[src/rtl/opfetch_pkg.sv]
package opfetch_pkg;
  localparam int OP_W = 7;

  // Strobes handed from the decoder to the datapath.
  typedef struct packed {
    logic            clrEn;   // clear-only opcode
    logic            nopEn;   // full no-operation
    logic            ofsEn;   // source-2 offset mode active
    logic [OP_W-1:0] normOp;  // opcode with aliases folded
  } fetchCtrl_t;
endpackage

[src/rtl/fetch_ctrl.sv]
module fetch_ctrl
  import opfetch_pkg::*;
#(
  parameter int SEL_W        = 4,
  parameter int OFS_SEL_CODE = 4
) (
  input  logic [OP_W-1:0]  opField,
  input  logic [SEL_W-1:0] flagSel,
  output fetchCtrl_t       ctrl
);
  localparam logic [OP_W-1:0] ALIAS_BIT = OP_W'(7'h10);

  always_comb begin
    ctrl = '0;
    ctrl.ofsEn = (flagSel == SEL_W'(OFS_SEL_CODE));

    // Classify: real operations, the single no-op, and clear-only codes.
    case (opField) inside
      7'h41, 7'h42, 7'h45, [7'h48:7'h4e], 7'h51, [7'h58:7'h5e],
      7'h6a, 7'h6b, 7'h7a, 7'h7b: ctrl.clrEn = 1'b0;
      7'h4f:                      ctrl.nopEn = 1'b1;
      default:                    ctrl.clrEn = opField[OP_W-1];
    endcase

    // Fold alias encodings onto their base opcode.
    case (opField)
      7'h51, 7'h58, 7'h59, 7'h5c, 7'h5d: ctrl.normOp = opField & ~ALIAS_BIT;
      default:                           ctrl.normOp = opField;
    endcase
  end

  // a no-op never clears flags
  always_comb begin
    p_clr_nop_excl_r6: assert (!(ctrl.clrEn && ctrl.nopEn));
  end
endmodule

[src/rtl/fetch_dpath.sv]
module fetch_dpath
  import opfetch_pkg::*;
#(
  parameter int REG_IDX_W  = 5,
  parameter int COND_SEL_W = 2,
  parameter int FLAG_W     = 16,
  parameter int OFS_POS    = 4,
  parameter int GRP_W      = 2
) (
  input  logic                  clk,
  input  logic                  rstN,
  input  logic                  instValid,
  input  logic [REG_IDX_W-1:0]  src1Idx,
  input  logic [REG_IDX_W-1:0]  src2Idx,
  input  logic [COND_SEL_W-1:0] condSel,
  input  logic [COND_SEL_W-1:0] dstCond,
  input  fetchCtrl_t            ctrl,
  input  logic                  flagWrEn,
  input  logic [COND_SEL_W-1:0] flagWrIdx,
  input  logic [FLAG_W-1:0]     flagWrData,
  output logic                  outValid,
  output logic [REG_IDX_W-1:0]  src1Addr,
  output logic [REG_IDX_W-1:0]  src2Addr,
  output logic [OP_W-1:0]       opCode,
  output logic                  flagClr,
  output logic [COND_SEL_W-1:0] flagClrIdx,
  output logic                  nopOut
);
  localparam int COND_CNT = 1 << COND_SEL_W;

  logic [FLAG_W-1:0]    condRegs [COND_CNT];
  logic                 clrNow;
  logic [GRP_W-1:0]     ofsVal;
  logic [GRP_W-1:0]     lowSum;
  logic [REG_IDX_W-1:0] effSrc2;

  assign clrNow = instValid && ctrl.clrEn;

  // Condition registers: an instruction clear overrides a datapath write.
  for (genvar gi = 0; gi < COND_CNT; gi++) begin : g_cond
    always_ff @(posedge clk) begin
      if (!rstN)
        condRegs[gi] <= '0;
      else if (clrNow && dstCond == COND_SEL_W'(gi))
        condRegs[gi] <= '0;
      else if (flagWrEn && flagWrIdx == COND_SEL_W'(gi))
        condRegs[gi] <= flagWrData;
    end
  end

  // Rotate source-2 inside its aligned group; the carry is dropped by width.
  assign ofsVal  = ctrl.ofsEn ? condRegs[condSel][OFS_POS +: GRP_W] : '0;
  assign lowSum  = src2Idx[GRP_W-1:0] + ofsVal;
  assign effSrc2 = {src2Idx[REG_IDX_W-1:GRP_W], lowSum};

  always_ff @(posedge clk) begin
    if (!rstN) begin
      outValid   <= 1'b0;
      src1Addr   <= '0;
      src2Addr   <= '0;
      opCode     <= '0;
      flagClr    <= 1'b0;
      flagClrIdx <= '0;
      nopOut     <= 1'b0;
    end else begin
      outValid   <= instValid;
      src1Addr   <= src1Idx;
      src2Addr   <= effSrc2;
      opCode     <= ctrl.normOp;
      flagClr    <= clrNow;
      flagClrIdx <= dstCond;
      nopOut     <= instValid && ctrl.nopEn;
    end
  end

  // the cleared register reads zero once the strobe is out
  p_cleared_r5: assert property (@(posedge clk) disable iff (!rstN)
    flagClr |-> condRegs[flagClrIdx] == '0);
  // the group bits never move
  p_group_kept_r2: assert property (@(posedge clk) disable iff (!rstN)
    outValid |-> src2Addr[REG_IDX_W-1:GRP_W] == $past(src2Idx[REG_IDX_W-1:GRP_W]));
  // no offset outside the offset mode
  p_plain_src2_r4: assert property (@(posedge clk) disable iff (!rstN)
    (outValid && !$past(ctrl.ofsEn)) |-> src2Addr == $past(src2Idx));
  // source-1 is passed straight through
  p_src1_r8: assert property (@(posedge clk) disable iff (!rstN)
    outValid |-> src1Addr == $past(src1Idx));
  // one cycle of latency
  p_latency_r9: assert property (@(posedge clk) disable iff (!rstN)
    instValid |=> outValid);
  p_idle_r9: assert property (@(posedge clk) disable iff (!rstN)
    !outValid |-> (!flagClr && !nopOut));
endmodule

[src/rtl/flag_offset_fetch.sv]
module flag_offset_fetch
  import opfetch_pkg::*;
#(
  parameter int REG_IDX_W  = 5,
  parameter int COND_SEL_W = 2,
  parameter int FLAG_W     = 16
) (
  input  logic                  clk,
  input  logic                  rstN,
  input  logic                  instValid,
  input  logic [31:0]           instWord,
  input  logic                  flagWrEn,
  input  logic [COND_SEL_W-1:0] flagWrIdx,
  input  logic [FLAG_W-1:0]     flagWrData,
  output logic                  outValid,
  output logic [REG_IDX_W-1:0]  src1Addr,
  output logic [REG_IDX_W-1:0]  src2Addr,
  output logic [OP_W-1:0]       opCode,
  output logic                  flagClr,
  output logic [COND_SEL_W-1:0] flagClrIdx,
  output logic                  nopOut
);
  fetchCtrl_t ctrl;

  fetch_ctrl #(.SEL_W(4), .OFS_SEL_CODE(4)) u_ctrl (
    .opField (instWord[30:24]),
    .flagSel (instWord[8:5]),
    .ctrl    (ctrl)
  );

  fetch_dpath #(
    .REG_IDX_W (REG_IDX_W),
    .COND_SEL_W(COND_SEL_W),
    .FLAG_W    (FLAG_W),
    .OFS_POS   (4),
    .GRP_W     (2)
  ) u_dpath (
    .clk       (clk),
    .rstN      (rstN),
    .instValid (instValid),
    .src1Idx   (instWord[18:14]),
    .src2Idx   (instWord[13:9]),
    .condSel   (instWord[4:3]),
    .dstCond   (instWord[1:0]),
    .ctrl      (ctrl),
    .flagWrEn  (flagWrEn),
    .flagWrIdx (flagWrIdx),
    .flagWrData(flagWrData),
    .outValid  (outValid),
    .src1Addr  (src1Addr),
    .src2Addr  (src2Addr),
    .opCode    (opCode),
    .flagClr   (flagClr),
    .flagClrIdx(flagClrIdx),
    .nopOut    (nopOut)
  );
endmodule

[config.mk]
export PLATFORM = sky130hd
export DESIGN_NAME = flag_offset_fetch
export DESIGN_NICKNAME = d
export VERILOG_FILES = /design/src/rtl/opfetch_pkg.sv /design/src/rtl/fetch_ctrl.sv /design/src/rtl/fetch_dpath.sv /design/src/rtl/flag_offset_fetch.sv
export SDC_FILE = /design/constraint.sdc
export NUM_CORES = 1
export LEC_CHECK = 0
export ABC_AREA = 1
export BUFFER_PORTS_ARGS = -buffer_cell sky130_fd_sc_hd__buf_2
export CELL_PAD_IN_SITES_DETAIL_PLACEMENT = 1
export CELL_PAD_IN_SITES_GLOBAL_PLACEMENT = 1
export CORE_UTILIZATION = 27
export CTS_CLUSTER_DIAMETER = 50
export DETAILED_ROUTE_END_ITERATION = 16
export PLACE_DENSITY_LB_ADDON = 0.1
export SLEW_MARGIN = 20
export SYNTH_ARGS = -nofsm -noshare
export SYNTH_HDL_FRONTEND = slang
export SYNTH_SLANG_ARGS = --single-unit
[constraint.sdc]
create_clock -name clk -period 1.2 [get_ports clk]
set_input_delay 0.24 -clock clk [delete_from_list [all_inputs] [get_ports clk]]
set_output_delay 0.24 -clock clk [all_outputs]
set_load 0.02 [all_outputs]
==> results.yml <==
global_route:
  grt_max_degree: 17
  grtUsageTotal_pct: 12.76
  grt_overflow: 0
  grt_pass1_wl_um: 5016
  antenna_found_initial: 0
  grt_pass1_vias: 1210
logic_synthesis:
  synth_area_leader_cell: "dfxtp_1"
  synth_ff_type: "dfxtp_1"
  synth_fp_nets: 225
  yosys_register_bits: 30
  synthTopCellsByCount: "inv_1, nand2_1, nor2_1"
  yosysMostFrequentCell: "inv_1"
  synth_area_leaders: "dfxtp_1, edfxtp_1, inv_1"
  yosys.cell_types.count: 21
  avgSynthCellArea_sq_um: 7.927
  synth_area_sq_um: 1348
  yosysWarnings: 0
  synth_top_area_share_pct: 32.68
  synth_cells: 170
  yosysSeqAreaShare_pct: 50.51
  synthArstFlopShare_pct: 0
  synth-edff-count: 8
setup_path:
  crit_type: "flip-flop to flip-flop"
  path_max_fanout: 1
  cp.required_ns: 1.37
  arrival_ns: 1.53
  crit_path_start_kind: "flip-flop"
  critPathCaptureType: "flip-flop"
pwr:
  p_total_w: 0.002365
  p_per_area_nw_per_um2: 1239
  ir_drop_uv: 360.6
  power_leakage_nw: 1.086
job:
  cap_violations: 0
run_status:
  status: "finished, violations left"
  violations: "setup timing"
final_layout:
  final_layout_size_suffix_gt1_share_pct: 39.83
  final_util_pct: 40.13
  area_growth_pct: 41.60
  fill_cells: 624
  nets: 295
  n_antenna_cell: 0
  design_area_sq_um: 1908
  final_cell_count_no_fill: 308
place:
  dp_worst_setup_slack_ns: -0.2613
  placed_cell_area_sq_um: 1794
  dp.cells: 300
  gp_congestion: 0.7337
  io_buffer_count: 54
  hpwl_um: 2770
sta:
  setup_viol: 1
  worst_pin_slew_ns: 0.3032
  slew-limit-headroom_pct: 79.79
  finalCritPeriodShare_pct: 113.8
  rsz0062_at_grt: "yes"
  fin_skew_ns: 0.002684
  final.setup.worst_slack_ns: -0.1654
  hold_violations: 0
  fmax_ghz: 0.7324
  slew_violations: 0
  fin_crit_ns: 1.365
routing:
  drc_errors: 0
  vias: 1276
  drtIter0Drc: 15
  viasPerCell: 4.143
  ant_nets: 0
  drt-wirelength-per-cell_um: 10.46
  dr.pass1.iters: 4
  routed_wl_um: 3222
floorplanning:
  rows: 25
  initial_core_util_pct: 28.34
  die_h_um: 72.65
  dieArea_sq_um: 5277
  io_pins: 76
  die_w_um: 72.65
  core_area_sq_um: 4755
clock_tree:
  worstSkewPairLatency_ns: 0.27
  path_clk_slew_ns: 0.06
  clockBufferDepth: 2
  cts_tree: "done"
  cts-root-buf: "clkbuf_8"
  numCtsBuffers: 5
  htreeDepth: 2
  clkSinkCount: 30
min_path:
  min_path_type: "primary input to flip-flop"
what timing repair did:
| action | 4_1_cts | 5_1_grt |
|---|---|---|
| gates resized for setup | 0 | 3 |
| endpoints found under the setup margin | 2 | 4 |
| buffers inserted | 0 | 0 |
| hold buffers | 0 | 0 |
| endpoints found under the hold margin | 0 | 0 |
| pin swaps | 1 | 4 |
worst paths after layout:
kind,startpoint,to,slack (ns),depth (start not counted)
max,u_dpath.condRegs[0][4],u_dpath.src2Addr[1],-0.17,8
min,instWord[11],u_dpath.src2Addr[2],0.15,3
max reg2reg,u_dpath.condRegs[0][4],u_dpath.src2Addr[1],-0.17,8
min reg2reg,u_dpath.condRegs[1][5],u_dpath.src2Addr[1],0.77,5
final cells by class:
type	instances	area [sq um]	area share, %
clock buffers	6	93.84	4.918
clock inverters	2	10.01	0.5246
multi-input cells	97	516.7	27.08
well taps	67	83.83	4.393
inverters	40	150.1	7.869
flip-flops and latches	30	680.7	35.67
repair buffers	66	372.9	19.54
worst max-delay path: stages, from the launching register on:
cell	delay, ns
edfxtp_1	0.32
nor2_1	0.04
nor2_1	0.11
o21ai_1	0.08
a21oi_1	0.14
ha_2	0.21
xor2_2	0.15
xor2_1	0.18
nor2_1	0.05
layer usage:
layer | GRT usage, % | wire length [um] | vias up
met1 | 12.79 | 1276 | 596
li1 | - | - | 647
met2 | 23.99 | 1766 | 28
met3 | 3.867 | 130 | 5
met5 | 0 | 0 | -
met4 | 5.882 | 49 | 0
per-stage QoR:
step                      hold slack [ns]  setup TNS (ns)
final                              0.1467         -0.1654
after global placement             0.4208          -2.700
after floorplan                    0.3335        -0.03829
after global routing               0.1375         -0.3627
after CTS                          0.1357         -0.2115
after detailed placement           0.4287          -3.487
logic make-up after synthesis:
logic type                 Yosys count  synth area share (%)
AOI/OAI and AO/OA                    7                 2.600
xor gates and xnor gates             2                 1.300
adders and majority gates            1                0.9284
buffers and inverters               43                 12.07
DFF                                 30                 50.51
and+or+nand+nor                     87                 32.59
registers in the layout, summed over array words and instances, names as in the netlist:
| register | flops |
|---|---|
| u_dpath.nopOut | 1 |
| u_dpath.src1Addr | 5 |
| u_dpath.outValid | 1 |
| u_dpath.condRegs | 8 |
| u_dpath.flagClr | 1 |
| u_dpath.src2Addr | 5 |
| u_dpath.opCode | 7 |
| u_dpath.flagClrIdx | 2 |
placed cells by master (no fill, tap or decap), types with 4 or more instances in the layout:
cell	n
nor3_1	6
buf_2	54
nand3_2	8
inv_2	4
nand3b_1	4
buf_4	11
clkbuf_8	5
nor2_1	25
inv_1	36
edfxtp_1	8
dfxtp_1	22
nand2_1	33
nand2_2	4
report_power, final:
part	switching, W	internal, W
clock network	0.000364	0.000526
registers	0.0000136	0.00110
logic	0.000215	0.000146
total	0.000592	0.00177
(Power assumes the default switching activity.)
